`src/rtl/rtc_snap_pkg.sv`:
```
package rtc_snap_pkg;

  typedef struct packed {
    logic [7:0] yr;
    logic [7:0] mon;
    logic [7:0] date;
    logic [7:0] dow;
    logic [7:0] hr;
    logic [7:0] min;
    logic [7:0] sec;
  } rtc_time_t;

  localparam rtc_time_t RTC_RESET = '{yr: 8'h00, mon: 8'h01, date: 8'h01,
                                      dow: 8'h01, hr: 8'h00, min: 8'h00,
                                      sec: 8'h00};

  function automatic logic [7:0] bcd_inc(input logic [7:0] v);
    if (v[3:0] == 4'd9) return {v[7:4] + 4'd1, 4'd0};
    return v + 8'd1;
  endfunction

  // Divisibility by four of a two-digit BCD year: (2*tens + ones) mod 4.
  function automatic logic is_leap(input logic [7:0] yr);
    logic [4:0] s;
    s = {yr[7:4], 1'b0} + {1'b0, yr[3:0]};
    return s[1:0] == 2'd0;
  endfunction

  function automatic logic [7:0] month_len(input logic [7:0] mon, input logic [7:0] yr);
    case (mon)
      8'h02:                      return is_leap(yr) ? 8'h29 : 8'h28;
      8'h04, 8'h06, 8'h09, 8'h11: return 8'h30;
      default:                    return 8'h31;
    endcase
  endfunction

  function automatic rtc_time_t advance(input rtc_time_t t);
    rtc_time_t n;
    n = t;
    if (t.sec != 8'h59) n.sec = bcd_inc(t.sec);
    else begin
      n.sec = 8'h00;
      if (t.min != 8'h59) n.min = bcd_inc(t.min);
      else begin
        n.min = 8'h00;
        if (t.hr != 8'h23) n.hr = bcd_inc(t.hr);
        else begin
          n.hr  = 8'h00;
          n.dow = (t.dow == 8'h07) ? 8'h01 : t.dow + 8'd1;
          if (t.date != month_len(t.mon, t.yr)) n.date = bcd_inc(t.date);
          else begin
            n.date = 8'h01;
            if (t.mon != 8'h12) n.mon = bcd_inc(t.mon);
            else begin
              n.mon = 8'h01;
              n.yr  = (t.yr == 8'h99) ? 8'h00 : bcd_inc(t.yr);
            end
          end
        end
      end
    end
    return n;
  endfunction

  function automatic logic [7:0] field_at(input rtc_time_t t, input logic [2:0] off);
    case (off)
      3'd1:    return t.sec;
      3'd2:    return t.min;
      3'd3:    return t.hr;
      3'd4:    return t.dow;
      3'd5:    return t.date;
      3'd6:    return t.mon;
      3'd7:    return t.yr;
      default: return 8'h00;
    endcase
  endfunction

endpackage

```
`src/rtl/rtc_prescaler.sv`:
```
module rtc_prescaler #(
  parameter int PRESC_BITS = 15
) (
  input  logic clk,
  input  logic rst_n,
  input  logic osc_en,
  input  logic clr,
  output logic tick
);
  logic [PRESC_BITS-1:0] cnt_q;

  assign tick = osc_en && !clr && (cnt_q == {PRESC_BITS{1'b1}});

  always_ff @(posedge clk or negedge rst_n) begin
    if (!rst_n)      cnt_q <= '0;
    else if (clr)    cnt_q <= '0;
    else if (osc_en) cnt_q <= cnt_q + 1'b1;
  end
endmodule

```
`src/rtl/rtc_calendar.sv`:
```
module rtc_calendar
  import rtc_snap_pkg::*;
(
  input  logic       clk,
  input  logic       rst_n,
  input  logic       tick,
  input  logic       ld_en,
  input  logic [2:0] ld_sel,
  input  logic [7:0] ld_data,
  output rtc_time_t  cur,
  output rtc_time_t  nxt
);
  rtc_time_t adv;

  always_comb begin
    adv = tick ? advance(cur) : cur;
    nxt = adv;
    if (ld_en) begin
      case (ld_sel)
        3'd1:    nxt.sec  = ld_data;
        3'd2:    nxt.min  = ld_data;
        3'd3:    nxt.hr   = ld_data;
        3'd4:    nxt.dow  = ld_data;
        3'd5:    nxt.date = ld_data;
        3'd6:    nxt.mon  = ld_data;
        3'd7:    nxt.yr   = ld_data;
        default: ;
      endcase
    end
  end

  always_ff @(posedge clk or negedge rst_n) begin
    if (!rst_n) cur <= RTC_RESET;
    else        cur <= nxt;
  end
endmodule

```
`src/rtl/rtc_shadow.sv`:
```
module rtc_shadow
  import rtc_snap_pkg::*;
#(
  parameter int PRESC_BITS = 15
) (
  input  logic      clk,
  input  logic      rst_n,
  input  logic      osc_en,
  input  logic      tick,
  input  logic      ctl_we,
  input  logic      ctl_freeze,
  input  rtc_time_t cal_nxt,
  output rtc_time_t vis,
  output logic      freeze_q,
  output logic      hold_active,
  output logic      hold_done,
  output logic      refresh_evt
);
  localparam int HOLD_W = PRESC_BITS + 1;
  localparam logic [HOLD_W-1:0] HOLD_FULL = {1'b1, {PRESC_BITS{1'b0}}};

  logic [HOLD_W-1:0] hold_cnt;
  logic              release_evt;

  assign release_evt = ctl_we && freeze_q && !ctl_freeze;
  assign hold_done   = hold_active && osc_en && (hold_cnt == HOLD_W'(1));
  assign refresh_evt = !freeze_q && (hold_active ? hold_done : tick);

  always_ff @(posedge clk or negedge rst_n) begin
    if (!rst_n) begin
      freeze_q    <= 1'b0;
      hold_active <= 1'b0;
      hold_cnt    <= '0;
      vis         <= RTC_RESET;
    end else begin
      if (ctl_we) freeze_q <= ctl_freeze;
      if (ctl_we && ctl_freeze) begin
        hold_active <= 1'b0;
      end else if (release_evt) begin
        hold_active <= 1'b1;
        hold_cnt    <= HOLD_FULL;
      end else if (hold_done) begin
        hold_active <= 1'b0;
      end else if (hold_active && osc_en) begin
        hold_cnt <= hold_cnt - 1'b1;
      end
      if (refresh_evt) vis <= cal_nxt;
    end
  end
endmodule

```
`src/rtl/rtc_snapshot.sv`:
```
module rtc_snapshot
  import rtc_snap_pkg::*;
#(
  parameter int ADDR_W     = 17,
  parameter int PRESC_BITS = 15
) (
  input  logic              clk,
  input  logic              rst_n,
  input  logic              osc_en,
  input  logic              cs,
  input  logic              we,
  input  logic [ADDR_W-1:0] addr,
  input  logic [7:0]        wdata,
  output logic [7:0]        rdata
);
  localparam int FREEZE_BIT = 6;

  logic       in_window, wr_hit, ctl_we, ld_en, sec_clr, sec_tick;
  logic [2:0] off;
  logic       freeze_q, hold_active, hold_done, refresh_evt;
  logic       unused_wbits;
  rtc_time_t  cal_cur, cal_nxt, vis;

  assign in_window    = cs && (addr[ADDR_W-1:3] == {(ADDR_W-3){1'b1}});
  assign off          = addr[2:0];
  assign wr_hit       = in_window && we;
  assign ctl_we       = wr_hit && (off == 3'd0);
  assign ld_en        = wr_hit && (off != 3'd0);
  assign sec_clr      = ld_en && (off == 3'd1);
  assign unused_wbits = ^{wdata[7], wdata[5:0]};

  rtc_prescaler #(.PRESC_BITS(PRESC_BITS)) u_presc (
    .clk(clk), .rst_n(rst_n), .osc_en(osc_en), .clr(sec_clr), .tick(sec_tick)
  );

  rtc_calendar u_cal (
    .clk(clk), .rst_n(rst_n), .tick(sec_tick), .ld_en(ld_en), .ld_sel(off),
    .ld_data(wdata), .cur(cal_cur), .nxt(cal_nxt)
  );

  rtc_shadow #(.PRESC_BITS(PRESC_BITS)) u_shadow (
    .clk(clk), .rst_n(rst_n), .osc_en(osc_en), .tick(sec_tick),
    .ctl_we(ctl_we), .ctl_freeze(wdata[FREEZE_BIT]), .cal_nxt(cal_nxt),
    .vis(vis), .freeze_q(freeze_q), .hold_active(hold_active),
    .hold_done(hold_done), .refresh_evt(refresh_evt)
  );

  always_comb begin
    if (!in_window)       rdata = 8'h00;
    else if (off == 3'd0) rdata = {1'b0, freeze_q, 6'b0};
    else                  rdata = field_at(vis, off);
  end
endmodule

```
`config.mk`:
```
export PLATFORM = sky130hd
export DESIGN_NAME = rtc_snapshot
export DESIGN_NICKNAME = d
export VERILOG_FILES = /design/src/rtl/rtc_snap_pkg.sv /design/src/rtl/rtc_prescaler.sv /design/src/rtl/rtc_calendar.sv /design/src/rtl/rtc_shadow.sv /design/src/rtl/rtc_snapshot.sv
export SDC_FILE = /design/constraint.sdc
export NUM_CORES = 1
export LEC_CHECK = 0
export BUFFER_PORTS_ARGS = -buffer_cell sky130_fd_sc_hd__buf_2
export CORE_MARGIN = 4
export CORE_UTILIZATION = 30
export DETAILED_ROUTE_END_ITERATION = 12
export SLEW_MARGIN = 20
export SYNTH_ARGS = -nofsm -noshare
export SYNTH_HDL_FRONTEND = slang
export SYNTH_SLANG_ARGS = --single-unit
```
`constraint.sdc`:
```
create_clock -name clk -period 4.31 [get_ports clk]
set_input_delay 0.431 -clock clk [delete_from_list [all_inputs] [get_ports clk]]
set_output_delay 0.431 -clock clk [all_outputs]
set_load 0.005 [all_outputs]
```
-- After elaboration in Yosys (flattened, before gate mapping)
Index checks and enable logic that the tools add are counted.
- add/subtract/negate cells: 16
- equality and inequality tests: 29
- mux-type cells: 76
- bitwise logic cells: 1
- reduce and logical (&&, ||, !) cells: 24
- operators by type and width (operator ; number):
    $mux W8 ; 32
    $mux W56 ; 2
    $mux W16 ; 4
    $add A8 B1 Y8 const B ; 7
    $pmux W8 S7 ; 1
    $mux W48 ; 1
    $mux W40 ; 1
    $mux W32 ; 1
    $mux W1 ; 31
    $mux W15 ; 2
    $add A4 B1 Y4 const B ; 6
    $eq A4 B4 Y1 const B ; 6
    $eq A8 B3 Y1 const B ; 3
    $eq A16 B1 Y1 const B ; 1
    $ne A8 B7 Y1 const B ; 2
    $pmux W8 S2 ; 1
    $sub A16 B1 Y16 const B ; 1
    $add A15 B1 Y15 const B ; 1
    $eq A15 B15 Y1 const B ; 1
    $eq A14 B14 Y1 const B ; 1
    $logic_and A1 B1 Y1 ; 13
    $eq A3 B3 Y1 const B ; 4
    $eq A8 B2 Y1 const B ; 1
    $eq A8 B4 Y1 const B ; 1
    17 further kinds ; 22
- register bits: 145
- input bits: 30
- output and inout port bits: 8

-- Depth between registers and ports, before layout
Gate-level depths: netlist (run 1).
- word-level depth: 22
- mapped depth: 12

-- Modules after synthesis
A second synthesis (run 1) with hierarchy kept.
- cells, all modules: 1305
- area total of the unflattened synthesis: 10488.8 µm²
- by module, submodules not included (module ; times used ; cells an instance ; area an instance (µm²) ; sequential area each (µm²)):
    rtc_shadow ; 1 ; 621 ; 4823.4 ; 1855.5
    rtc_calendar ; 1 ; 521 ; 4187.8 ; 1405.1
    rtc_prescaler ; 1 ; 78 ; 799.5 ; 375.4
    rtc_snapshot ; 1 ; 85 ; 678.2 ; 0.0

-- Worst setup path after synthesis (run 1)
OpenSTA, ideal clock, no wires.
- kind: register to register
- from: register u_presc.cnt_q[0]
- to: register u_shadow.vis[47] (netlist name)
- setup time: 0.124 ns
- arrival time: 2.680 ns
- required time: 4.186 ns
- path slack: 1.506 ns
- stages on the path, launching flop included: 10
- clock period less this slack: 2.804 ns
- cells stage by stage: dfrtp_1 -> ha_1 -> nand3_1 -> or4_1 -> buf_2 -> a2111oi_4 -> nand4_4 -> nor3b_2 -> mux2_2 -> or2_1
- word-level cells in the longest chain between the ends: 5
- elaborated cells on any way between the ends: 7
- classes of those cells: eq/ne (1); mux (4); reduce/logical (2)
- ends and longest elaborated chain (what ; line ; RTL):
    from (decl) ; rtc_prescaler.sv:10 ; logic [PRESC_BITS-1:0] cnt_q;
    from (signal assigned) ; rtc_prescaler.sv:17 ; else if (osc_en) cnt_q <= cnt_q + 1'b1;
    $eq A15 B15 Y1 * ; rtc_prescaler.sv:12 ; assign tick = osc_en && !clr && (cnt_q == {PRESC_BITS{1'b1}});
    $logic_and A1 B1 Y1 * ; rtc_prescaler.sv:12 ;
    $mux W56 ; rtc_calendar.sv:16 ; adv = tick ? advance(cur) : cur;
    $mux W8 ; rtc_calendar.sv:19 ; case (ld_sel)
    $mux W56 ; rtc_calendar.sv:18 ; if (ld_en) begin
Mark *: on every way between the ends. The rest lies on a longest branch, timed or not.
A chain may end at the register's enable or synchronous reset.

-- Worst setup path after layout (run 1)
- from: register u_presc.cnt_q[0]
- to: register u_shadow.vis[47] (netlist name)
- word-level cells in the longest chain between the ends: 5
- elaborated cells on any way between the ends: 7
- classes of those cells: eq/ne (1); mux (4); reduce/logical (2)
- ends and longest elaborated chain (what ; line):
    $eq A15 B15 Y1 * ; rtc_prescaler.sv:12
    $logic_and A1 B1 Y1 * ; rtc_prescaler.sv:12
    $mux W56 ; rtc_calendar.sv:16
    $mux W8 ; rtc_calendar.sv:19
    $mux W56 ; rtc_calendar.sv:18
Marks and branches as above.

==> flow_metrics.py, run 1 <==
metrics = {
    "run_status": {
        "status": "finished clean",
    },
    "clock_tree": {
        "cts_root_buf": "clkbuf_16",
        "htreeDepth": 4,
        "path_clk_slew_ps": 70,
        "clk_path_buf_depth": 2,
        "hold_buffers": 0,
        "postCtsSetupRepairBufs": 0,
        "cts-resized-gates": 0,
        "cts_tree": "yes",
        "clock_latency_ps": 440,
        "numCtsBuffers": 17,
        "clock-sinks": 145,
    },
    "die": {
        "coreArea_um2": 28940,
        "die_x_um": 180.0,
        "fp.dieH_um": 180.0,
        "io_pins": 38,
        "start_util_pct": 30.66,
        "die_area_um2": 32390,
        "row_count": 62,
    },
    "worst_setup_path": {
        "critPathMaxFanout": 16,
        "cp.arrival_ps": 3840,
        "crit_path_end_kind": "register",
        "path_cells": "ha_1, nand3_1, or4_1, a2111oi_4, nand4_4, nor3b_2, mux2_2, or2_1",
        "crit_path_start_kind": "register",
        "cp_data_required_time_ps": 4630,
        "cpPeakStageDelay_ps": 860,
        "critPathKind": "reg -> reg",
        "cpMaxStageDelayCell": "or4_1",
    },
    "pwr": {
        "leakage_uw": 0.004338,
        "internal-power_uw": 2438,
        "swShare_pct": 24.38,
        "clkPwrFrac_pct": 49.9,
        "pwr-share-seq_pct": 44.4,
        "p_per_area_nw_per_um2": 319.5,
        "irDropWorstVdd_uv": 272.0,
        "p_switching_uw": 786.0,
        "finalPower_uw": 3224,
        "pwr-share-comb_pct": 5.6,
    },
    "global_routing": {
        "grt_max_degree": 92,
        "antenna_found_initial": 0,
        "gr-total-overflow": 0,
        "grt_pass1_vias": 7253,
        "grt_usage_pct": 15.84,
        "grt_pass1_wl_um": 41160,
    },
    "synthesis": {
        "yosys_warnings": 0,
        "avgSynthCellArea_um2": 9.034,
        "synth_edf_count": 0,
        "syn_nets": 1038,
        "netlist_instances": 982,
        "ys_seq_area_share_pct": 40.99,
        "ys_async_sr_fraction_pct": 100.0,
        "syn_area_um2": 8871,
        "yosys_register_bits": 145,
        "synth_ff_type": "dfrtp_1",
        "synth_cell_types": 74,
    },
    "routing": {
        "first_iter_violations": 678,
        "drc": 0,
        "ant_nets": 0,
        "vias": 7550,
        "viasPerCell": 5.389,
        "drt_wl_total_um": 25630,
        "dr.pass1.iters": 5,
        "drt-wirelength-per-cell_um": 18.29,
    },
    "layout": {
        "area_growth_pct": 13.74,
        "fin_util_pct": 34.87,
        "nFillCells": 2946,
        "fin_nets": 1060,
        "mostFrequentLayoutCells": "nor2_1 (139), dfrtp_1 (139), nand2_1 (95), a21oi_1 (73), nand3_1 (40)",
        "drive_gt1_share_pct": 11.90,
        "n_antenna_cell": 0,
    },
    "timing": {
        "fmax_mhz": 284.3,
        "tightest_slew_ps": 934.8,
        "final_hold_viol_count": 0,
        "fin_tns_setup_ps": 0,
        "skew_ps": 16.07,
        "rsz0062_at_grt": "no",
        "drv_slew": 0,
        "finalCriticalPeriod_ps": 3518,
        "finalSetupViolCount": 0,
        "period_share_pct": 81.61,
        "relSlewSlack_pct": 37.45,
    },
    "place": {
        "gp_congestion": 0.8549,
        "port_buffers": 37,
        "hpwlAfterDp_um": 18000,
    },
    "worst_hold_path": {
        "min_path_type": "in -> async",
    },
    "flow_run": {
        "cap_viol_max_count": 0,
    },
}
[state kept, by name, summed over array words and instances, names as in the netlist]
name and flops:
u_cal.cur 56, u_presc.cnt_q 15, u_shadow.freeze_q 1, u_shadow.hold_active 1, u_shadow.hold_cnt 16, u_shadow.vis 56
[per-stage QoR]
stage | instance area (um^2) | cells | hold slack (ps) | worst slack, ps
2_1_floorplan | 8871 | 982 | 135.4 | 1506
3_3_place_gp | 9459 | 1369 | 456.1 | 896.7
3_5_place_dp | 9459 | 1369 | 455.4 | 841.6
4_1_cts | 10090 | 1401 | 119.6 | 778.3
5_1_grt | 10090 | 1401 | 148.0 | 554.9
6_report | 10090 | 1401 | 81.02 | 792.4
[logic make-up (layout without fill, tap and decap cells)]
| kind of cell | count (synthesis) | after routing | share of synthesized area, % |
|---|---|---|---|
| AOI/OAI and AO/OA | 204 | 204 | 15.75 |
| xor gates and xnor gates | 42 | 42 | 4.147 |
| adders and majority gates | 26 | 26 | 3.667 |
| buffers and inverters | 73 | 108 | 3.371 |
| DFF | 145 | 145 | 40.99 |
| muxes | 64 | 64 | 8.068 |
| and+or+nand+nor | 428 | 428 | 24.01 |
[layer usage]
layer / wire [um] / GRT usage, %
met1: 11970 / 22.68
met2: 11600 / 24.49
met3: 1462 / 2.344
met4: 599 / 5.486
met5: 0 / 0
[power by group through the flow]
stage	clock network [uW]	logic [uW]	registers [uW]
after detailed placement	0	183	1460
after global placement	0	181	1450
after floorplan	0	96.7	1450
after global routing	1690	207	1440
final	1610	182	1430
after CTS	1640	184	1430
[synthesized netlist by cell type (6+ instances only)]
cell type	n	share of area [%]
dfrtp_1	139	39
inv_1	25	1.1
mux2i_1	22	2.5
a22o_1	6	0.59
or3_1	8	0.56
mux2_2	13	1.7
nand2_1	95	4.0
o21a_1	7	0.59
o21ai_1	20	1.1
nand3_1	40	2.3
mux2_1	27	3.4
ha_1	26	3.7
o31ai_1	16	1.4
a31oi_1	10	0.71
xnor2_1	18	1.8
dfstp_2	6	1.8
clkbuf_1	32	1.4
nor3_1	29	1.6
nor4_1	9	0.63
a21oi_1	73	4.1
and3_1	9	0.63
nand4_1	26	1.8
and2_1	7	0.49
nor2_1	139	5.9
nor2b_1	15	1.1
nand2b_1	7	0.49
o21ai_0	16	0.90
buf_2	8	0.45
xor2_1	24	2.4
or4_1	6	0.51
[final cells by class]
cell class / instances / area (um^2) / share of cell area (%)
Inverter: 26 / 97.59 / 0.9673
Clock buffer: 20 / 446.7 / 4.427
Multi-Input combinational cell: 764 / 4943 / 49.00
Timing Repair Buffer: 50 / 301.5 / 2.989
Tap cell: 384 / 480.5 / 4.762
Sequential cell: 145 / 3636 / 36.04
Clock inverter: 12 / 183.9 / 1.823
[worst max-delay path: cells and delay by family (launching register included)]
family | cells | cell delay (ps)
and+or+nand+nor | 5 | 1840
DFF | 1 | 400
AOI/OAI and AO/OA | 1 | 550
muxes | 1 | 360
adders and majority gates | 1 | 240
[worst paths after layout]
| kind | startpoint | to | slack (ps) | cells after the start |
|---|---|---|---|---|
| setup / recovery | u_presc.cnt_q[0] | u_shadow.vis[47] | 790 | 8 |
| hold / removal | rst_n | u_shadow.hold_cnt[2] | 80 | 1 |
| setup reg to reg | u_presc.cnt_q[0] | u_shadow.vis[47] | 790 | 8 |
| hold reg to reg | u_shadow.vis[2] | u_shadow.vis[2] | 470 | 2 |
| max in group asynchronous | rst_n | u_shadow.vis[5] | 3260 | 2 |
| min in group clk | wdata[0] | u_cal.cur[32] | 400 | 3 |
No activity file was read; power rests on OpenSTA's default activity.
==> run 2: changes to the inputs <==
Settings changed: ABC_AREA set to 1.
Clock period 4.31 ns to 3.6 ns, I/O delays scaled along.
==> run 2 against run 1 <==
Net effect: worst hold slack improved by 180 ps; global-route usage increased by 1.5 points; clock power increased by 7%; sequential cell count unchanged; register-to-register slack got worse by 200 ps; power grew 14%; synthesized cell count rose by 29%; setup slack got worse by 200 ps; cell count increased by 23%; wire length increased by 12%; utilization shrank 0.19 points; critical endpoint is now u_shadow.vis[50]; maximum frequency rose by 17%.
==> flow_metrics.py, run 2 <==
metrics = {
    "timing": {
        "fmax_mhz": 332.2,
        "final_hold_viol_count": 0,
        "period_share_pct": 83.61,
        "tightest_slew_ps": 919.2,
        "rsz0062_at_grt": "no",
        "drv_slew": 0,
        "relSlewSlack_pct": 38.72,
        "skew_ps": 13.37,
        "fin_tns_setup_ps": 0,
        "finalSetupViolCount": 0,
        "whs_ps": 256.7,
        "finalCriticalPeriod_ps": 3010,
    },
    "place": {
        "port_buffers": 37,
        "hpwlAfterDp_um": 21180,
        "gp_congestion": 0.9543,
    },
    "synthesis": {
        "yosys_register_bits": 145,
        "avgSynthCellArea_um2": 7.131,
        "synth_top_cell_by_area": "dfrtp_1",
        "ys_async_sr_fraction_pct": 100.0,
        "ys_top_cells_by_count": "nand2_1 (421), inv_1 (145), dfrtp_1 (139), nor2_1 (118), nand3_1 (116)",
        "synth_cell_types": 55,
        "syn_area_um2": 9056,
        "ys_seq_area_share_pct": 40.15,
        "synthTopCellsByArea": "dfrtp_1 (38%), nand2_1 (17%), nand3_1 (6.4%)",
        "synth_ff_type": "dfrtp_1",
        "synth_most_common_cell": "nand2_1",
        "synth_edf_count": 0,
        "yosys.area.top_type_share_pct": 38.41,
        "netlist_instances": 1270,
        "yosys_warnings": 0,
        "syn_nets": 1326,
    },
    "die": {
        "die_x_um": 181.7,
        "row_count": 63,
        "die_area_um2": 33030,
        "coreArea_um2": 29720,
        "io_pins": 38,
        "start_util_pct": 30.47,
        "fp.dieH_um": 181.7,
    },
    "routing": {
        "first_iter_violations": 707,
        "viasPerCell": 5.010,
        "drt-wirelength-per-cell_um": 16.66,
        "dr.pass1.iters": 5,
        "drc": 0,
        "ant_nets": 0,
        "drt_wl_total_um": 28690,
        "vias": 8627,
    },
    "global_routing": {
        "gr-total-overflow": 0,
        "grt_pass1_vias": 8156,
        "grt_usage_pct": 17.31,
        "antenna_found_initial": 3,
        "grt_max_degree": 81,
        "grt_pass1_wl_um": 45600,
    },
    "pwr": {
        "finalPower_uw": 3682,
        "leakage_uw": 0.005065,
        "irDropWorstVdd_uv": 302.2,
        "p_per_area_nw_per_um2": 357.3,
    },
    "clock_tree": {
        "clock_latency_ps": 440,
        "htreeDepth": 4,
        "cts-resized-gates": 0,
        "path_clk_slew_ps": 60,
        "cts_tree": "yes",
        "clk_path_buf_depth": 2,
        "cts_root_buf": "clkbuf_16",
        "clock-sinks": 145,
        "numCtsBuffers": 17,
    },
    "worst_setup_path": {
        "cp_data_required_time_ps": 3920,
        "cp.arrival_ps": 3330,
        "path_cells": "inv_1, ha_1, nand3_2, nor2_2, inv_1, nor2_2, nand3_2, nor2_2, nand2_1, a21oi_1, nand2_1, nand3_1, nand2_1",
        "crit_path_start_kind": "register",
        "path_buf_inv": 2,
        "critPathMaxFanout": 11,
        "path_delay_family": "simple AND/OR/NAND/NOR gates",
        "crit_path_end_kind": "register",
        "critPathKind": "reg -> reg",
        "cpPeakStageDelay_ps": 440,
        "cpMaxStageDelayCell": "nor2_2",
    },
    "run_status": {
        "status": "finished clean",
    },
    "layout": {
        "fin_nets": 1375,
        "reg_top3": "u_cal.cur (56), u_shadow.vis (56), u_shadow.hold_cnt (16)",
        "area_growth_pct": 13.79,
        "mostFrequentLayoutCells": "nand2_1 (421), inv_1 (145), dfrtp_1 (139), nor2_1 (118), nand3_1 (116)",
        "drive_gt1_share_pct": 9.309,
        "n_antenna_cell": 0,
        "final_common_cell": "nand2_1",
    },
    "flow_run": {
        "cap_viol_max_count": 0,
    },
    "worst_hold_path": {
        "min_path_type": "in -> reg",
    },
}
[run 2: worst register-to-register path: stages (launching register included)]
cell     delay, ps
dfrtp_1        400
inv_1           80
ha_1           160
nand3_2        100
nor2_2         290
inv_1          170
nor2_2         320
nand3_2        360
nor2_2         440
nand2_1        180
a21oi_1        200
nand2_1         70
nand3_1         70
nand2_1         60
[run 2: logic make-up after synthesis]
logic type | after synthesis | synth area share, %
AO/OA/AOI/OAI | 163 | 10.97
XOR/XNOR | 21 | 2.031
adder cells (fa/ha/maj) | 26 | 3.592
buffers and inverters | 171 | 7.295
flip-flops | 145 | 40.15
AND/OR/NAND/NOR | 744 | 35.96
[run 2: routing by layer]
layer	wire length [um]	part of all wire (%)	vias to the layer above	global-route usage (%)
li1	-	-	4237	-
met1	13210	46	4083	24.15
met2	13020	45	246	27.14
met3	1761	6.1	55	3.686
met4	664	2.3	6	4.983
met5	38	0.13	-	0
[run 2: cell type report]
| cell class | instances | area (um^2) |
|---|---|---|
| fillers | 3137 | 19410 |
| multi-input cells | 954 | 4760 |
| flip-flops and latches | 145 | 3636 |
| inverters | 152 | 570.5 |
| well taps | 390 | 488.0 |
| clock buffers | 22 | 464.2 |
| repair buffers | 49 | 284.0 |
| clock inverters | 10 | 102.6 |
[run 2: stage by stage]
| stage | util [%] | setup slack (ps) | instances | area, um^2 |
|---|---|---|---|---|
| detailed placement | 32.74 | 657.1 | 1689 | 9728 |
| finish | 34.68 | 590.1 | 1722 | 10300 |
| global placement | 32.74 | 685.4 | 1689 | 9728 |
| CTS | 34.68 | 639.9 | 1722 | 10300 |
| floorplan | - | 1560 | 1270 | 9056 |
| global route | 34.68 | 413.9 | 1722 | 10300 |
[run 2: worst paths after layout]
check,from,endpoint,slack (ps),depth (start not counted)
max,u_cal.cur[1],u_shadow.vis[50],590,13
min,osc_en,u_presc.cnt_q[1],260,3
max reg2reg,u_cal.cur[1],u_shadow.vis[50],590,13
min reg2reg,u_shadow.vis[32],u_shadow.vis[32],470,2
max in group asynchronous,rst_n,u_cal.cur[38],2160,3
min in group asynchronous,rst_n,u_shadow.hold_cnt[3],510,2
[run 2: repair_timing]
| action | 4_1_cts | 5_1_grt |
|---|---|---|
| hold endpoints to repair | 6 | 0 |
| buffers inserted | 0 | 0 |
| hold buffers | 1 | 0 |
[run 2: power by group]
group | switching [uW] | internal [uW] | total, uW
registers | 40.9 | 1670 | 1710
logic | 168 | 73.4 | 241
clock network | 736 | 994 | 1730
==> run 3: changes to the inputs <==
Clock period 3.6 ns to 2.74 ns, I/O delays scaled along.
==> run 3 against run 2 <==
Net effect: sequential power increased by 32%; count of clock-buffer cells in the layout decreased by 1; largest cell class unchanged; wire length increased by 0.40%; first-iteration DRC count increased by 15%; critical path type unchanged; largest power group unchanged.
==> flow_metrics.py, run 3 (synthesis gave the netlist of run 2 again) <==
metrics = {
    "global_routing": {
        "gr-total-overflow": 0,
        "grt_usage_pct": 17.36,
        "grt_pass1_vias": 8356,
        "grt_pass1_wl_um": 45670,
        "antenna_found_initial": 1,
        "grt_max_degree": 62,
    },
    "routing": {
        "viasPerCell": 5.025,
        "dr.pass1.iters": 7,
        "ant_nets": 0,
        "vias": 8713,
        "drt-wirelength-per-cell_um": 16.61,
        "drt_wl_total_um": 28800,
        "first_iter_violations": 815,
        "drc": 0,
    },
    "worst_setup_path": {
        "cpPeakStageDelay_ps": 380,
        "crit_path_start_kind": "register",
        "cpMaxStageDelayCell": "dfrtp_1",
        "cp.depth": 14,
        "timing.rr.start": "u_presc.cnt_q[0]",
        "path_buf_inv": 0,
        "critPathKind": "reg -> reg",
        "r2r_cells": 14,
        "path_delay_family": "simple AND/OR/NAND/NOR gates",
        "cp_data_required_time_ps": 3060,
        "crit_path_end_kind": "register",
        "critPathMaxFanout": 10,
        "path_cells": "ha_1, nand2_1, nor2_1, nand4_1, nor2_1, nand3_2, nor2_4, nand2_2, nand2_1, nand2_1, nand2_1, nand2_1, nand2_1, nand2_1",
        "crit_path_frequent_cell": "nand2_1",
        "crit_start": "u_presc.cnt_q[0]",
        "cp.arrival_ps": 2750,
    },
    "die": {
        "fp.dieH_um": 181.7,
        "start_util_pct": 30.47,
        "row_count": 63,
        "io_pins": 38,
        "die_x_um": 181.7,
        "die_area_um2": 33030,
        "coreArea_um2": 29720,
    },
    "timing": {
        "drv_slew": 0,
        "fmax_mhz": 410.9,
        "skew_ps": 11.00,
        "finalCriticalPeriod_ps": 2434,
        "setup_ws_ps": 306.4,
        "tightest_slew_ps": 597.3,
        "period_share_pct": 88.82,
        "whs_ps": 178.0,
        "finalSetupViolCount": 0,
        "final_hold_viol_count": 0,
        "relSlewSlack_pct": 60.18,
        "fin_tns_setup_ps": 0,
        "rsz0062_at_grt": "no",
    },
    "flow_run": {
        "cap_viol_max_count": 0,
    },
    "worst_hold_path": {
        "min_path_cells": 3,
        "worstHoldStart": "wdata[7]",
        "min_path_type": "in -> reg",
    },
    "run_status": {
        "status": "finished clean",
    },
    "layout": {
        "fin_nets": 1388,
        "n_antenna_cell": 0,
        "mostFrequentLayoutCells": "nand2_1 (421), inv_1 (144), dfrtp_1 (139), nor2_1 (118), nand3_1 (115)",
        "reg_top3": "u_cal.cur (56), u_shadow.vis (56), u_shadow.hold_cnt (16)",
        "final_common_cell": "nand2_1",
        "nFillCells": 3158,
        "area_growth_pct": 15.61,
        "drive_gt1_share_pct": 10.19,
    },
    "clock_tree": {
        "htreeDepth": 4,
        "postCtsSetupRepairBufs": 0,
        "cts_root_buf": "clkbuf_16",
        "cts_tree": "yes",
        "path_clk_slew_ps": 60,
        "clock-sinks": 145,
        "numCtsBuffers": 17,
        "clk_path_buf_depth": 2,
        "clock_latency_ps": 430,
    },
    "pwr": {
        "p_per_area_nw_per_um2": 469.9,
        "irDropWorstVdd_uv": 343.9,
        "finalPower_uw": 4920,
        "leakage_uw": 0.005167,
    },
    "place": {
        "hpwlAfterDp_um": 21710,
        "gp_congestion": 0.9190,
        "place_ws_ps": 204.4,
        "port_buffers": 37,
    },
}
-- run 3: cell count changes in the layout (fill, tap and decap cells not counted), sizes merged --
cell / change
bufinv: +2
clkbuf: -1
clkinv: +5
buf: +13
inv: -3
clkinvlp: -4
-- run 3: metal layers --
layer | part of all wire, % | track usage, % | vias up | wire length, um
met4 | 3.5 | 6.545 | 2 | 1009
met3 | 6.2 | 3.546 | 66 | 1780
met1 | 45 | 23.56 | 4097 | 13040
met5 | 0.042 | 0 | - | 12
met2 | 45 | 27.35 | 278 | 12960
li1 | - | - | 4270 | -
-- run 3: area by class of cell --
cell class | instances | area (um^2) | share of cell area, %
clock buffer | 21 | 440.4 | 4.207
multi-input combinational | 954 | 4765 | 45.51
timing repair buffer | 62 | 431.7 | 4.123
inverter | 152 | 570.5 | 5.449
tap | 390 | 488.0 | 4.661
clock inverter | 10 | 138.9 | 1.326
sequential | 145 | 3636 | 34.73
-- run 3: final timing paths --
kind                                              to  slack [ps]
max in group asynchronous           u_shadow.vis[40]        1580
worst max-delay path                u_shadow.vis[47]         310
min in group asynchronous       u_shadow.hold_cnt[3]         390
worst min register to register      u_shadow.vis[32]         470
worst max register to register      u_shadow.vis[47]         310
worst min-delay path                   u_cal.cur[47]         180
-- run 3: through the flow --
step | util (%) | instance area, um^2 | std cells
finish | 35.23 | 10470 | 1734
global route | 35.23 | 10470 | 1734
CTS | 35.22 | 10470 | 1734
detailed placement | 33.23 | 9876 | 1702
global placement | 33.23 | 9876 | 1702
floorplan | - | 9056 | 1270
-- run 3: worst reg2reg max path: cells and delay by family, from the launching register on --
family                   cells  cell delay (ps)
AND/OR/NAND/NOR             13             1730
adder cells (fa/ha/maj)      1              200
flip-flops                   1              380
-- run 3: power breakdown --
group          switching [uW]  leakage, uW  internal (uW)  total, uW
logic                     222      0.00304            101        322
registers                53.3      0.00185           2190       2250
clock network             924     0.000281           1430       2350
total                    1200      0.00517           3720       4920
-- run 3: what timing repair did --
item                                    4_1_cts  5_1_grt
gates resized for setup                       0        2
endpoints found under the setup margin        0       11
hold buffers                                  1        0
endpoints found under the hold margin        53        0
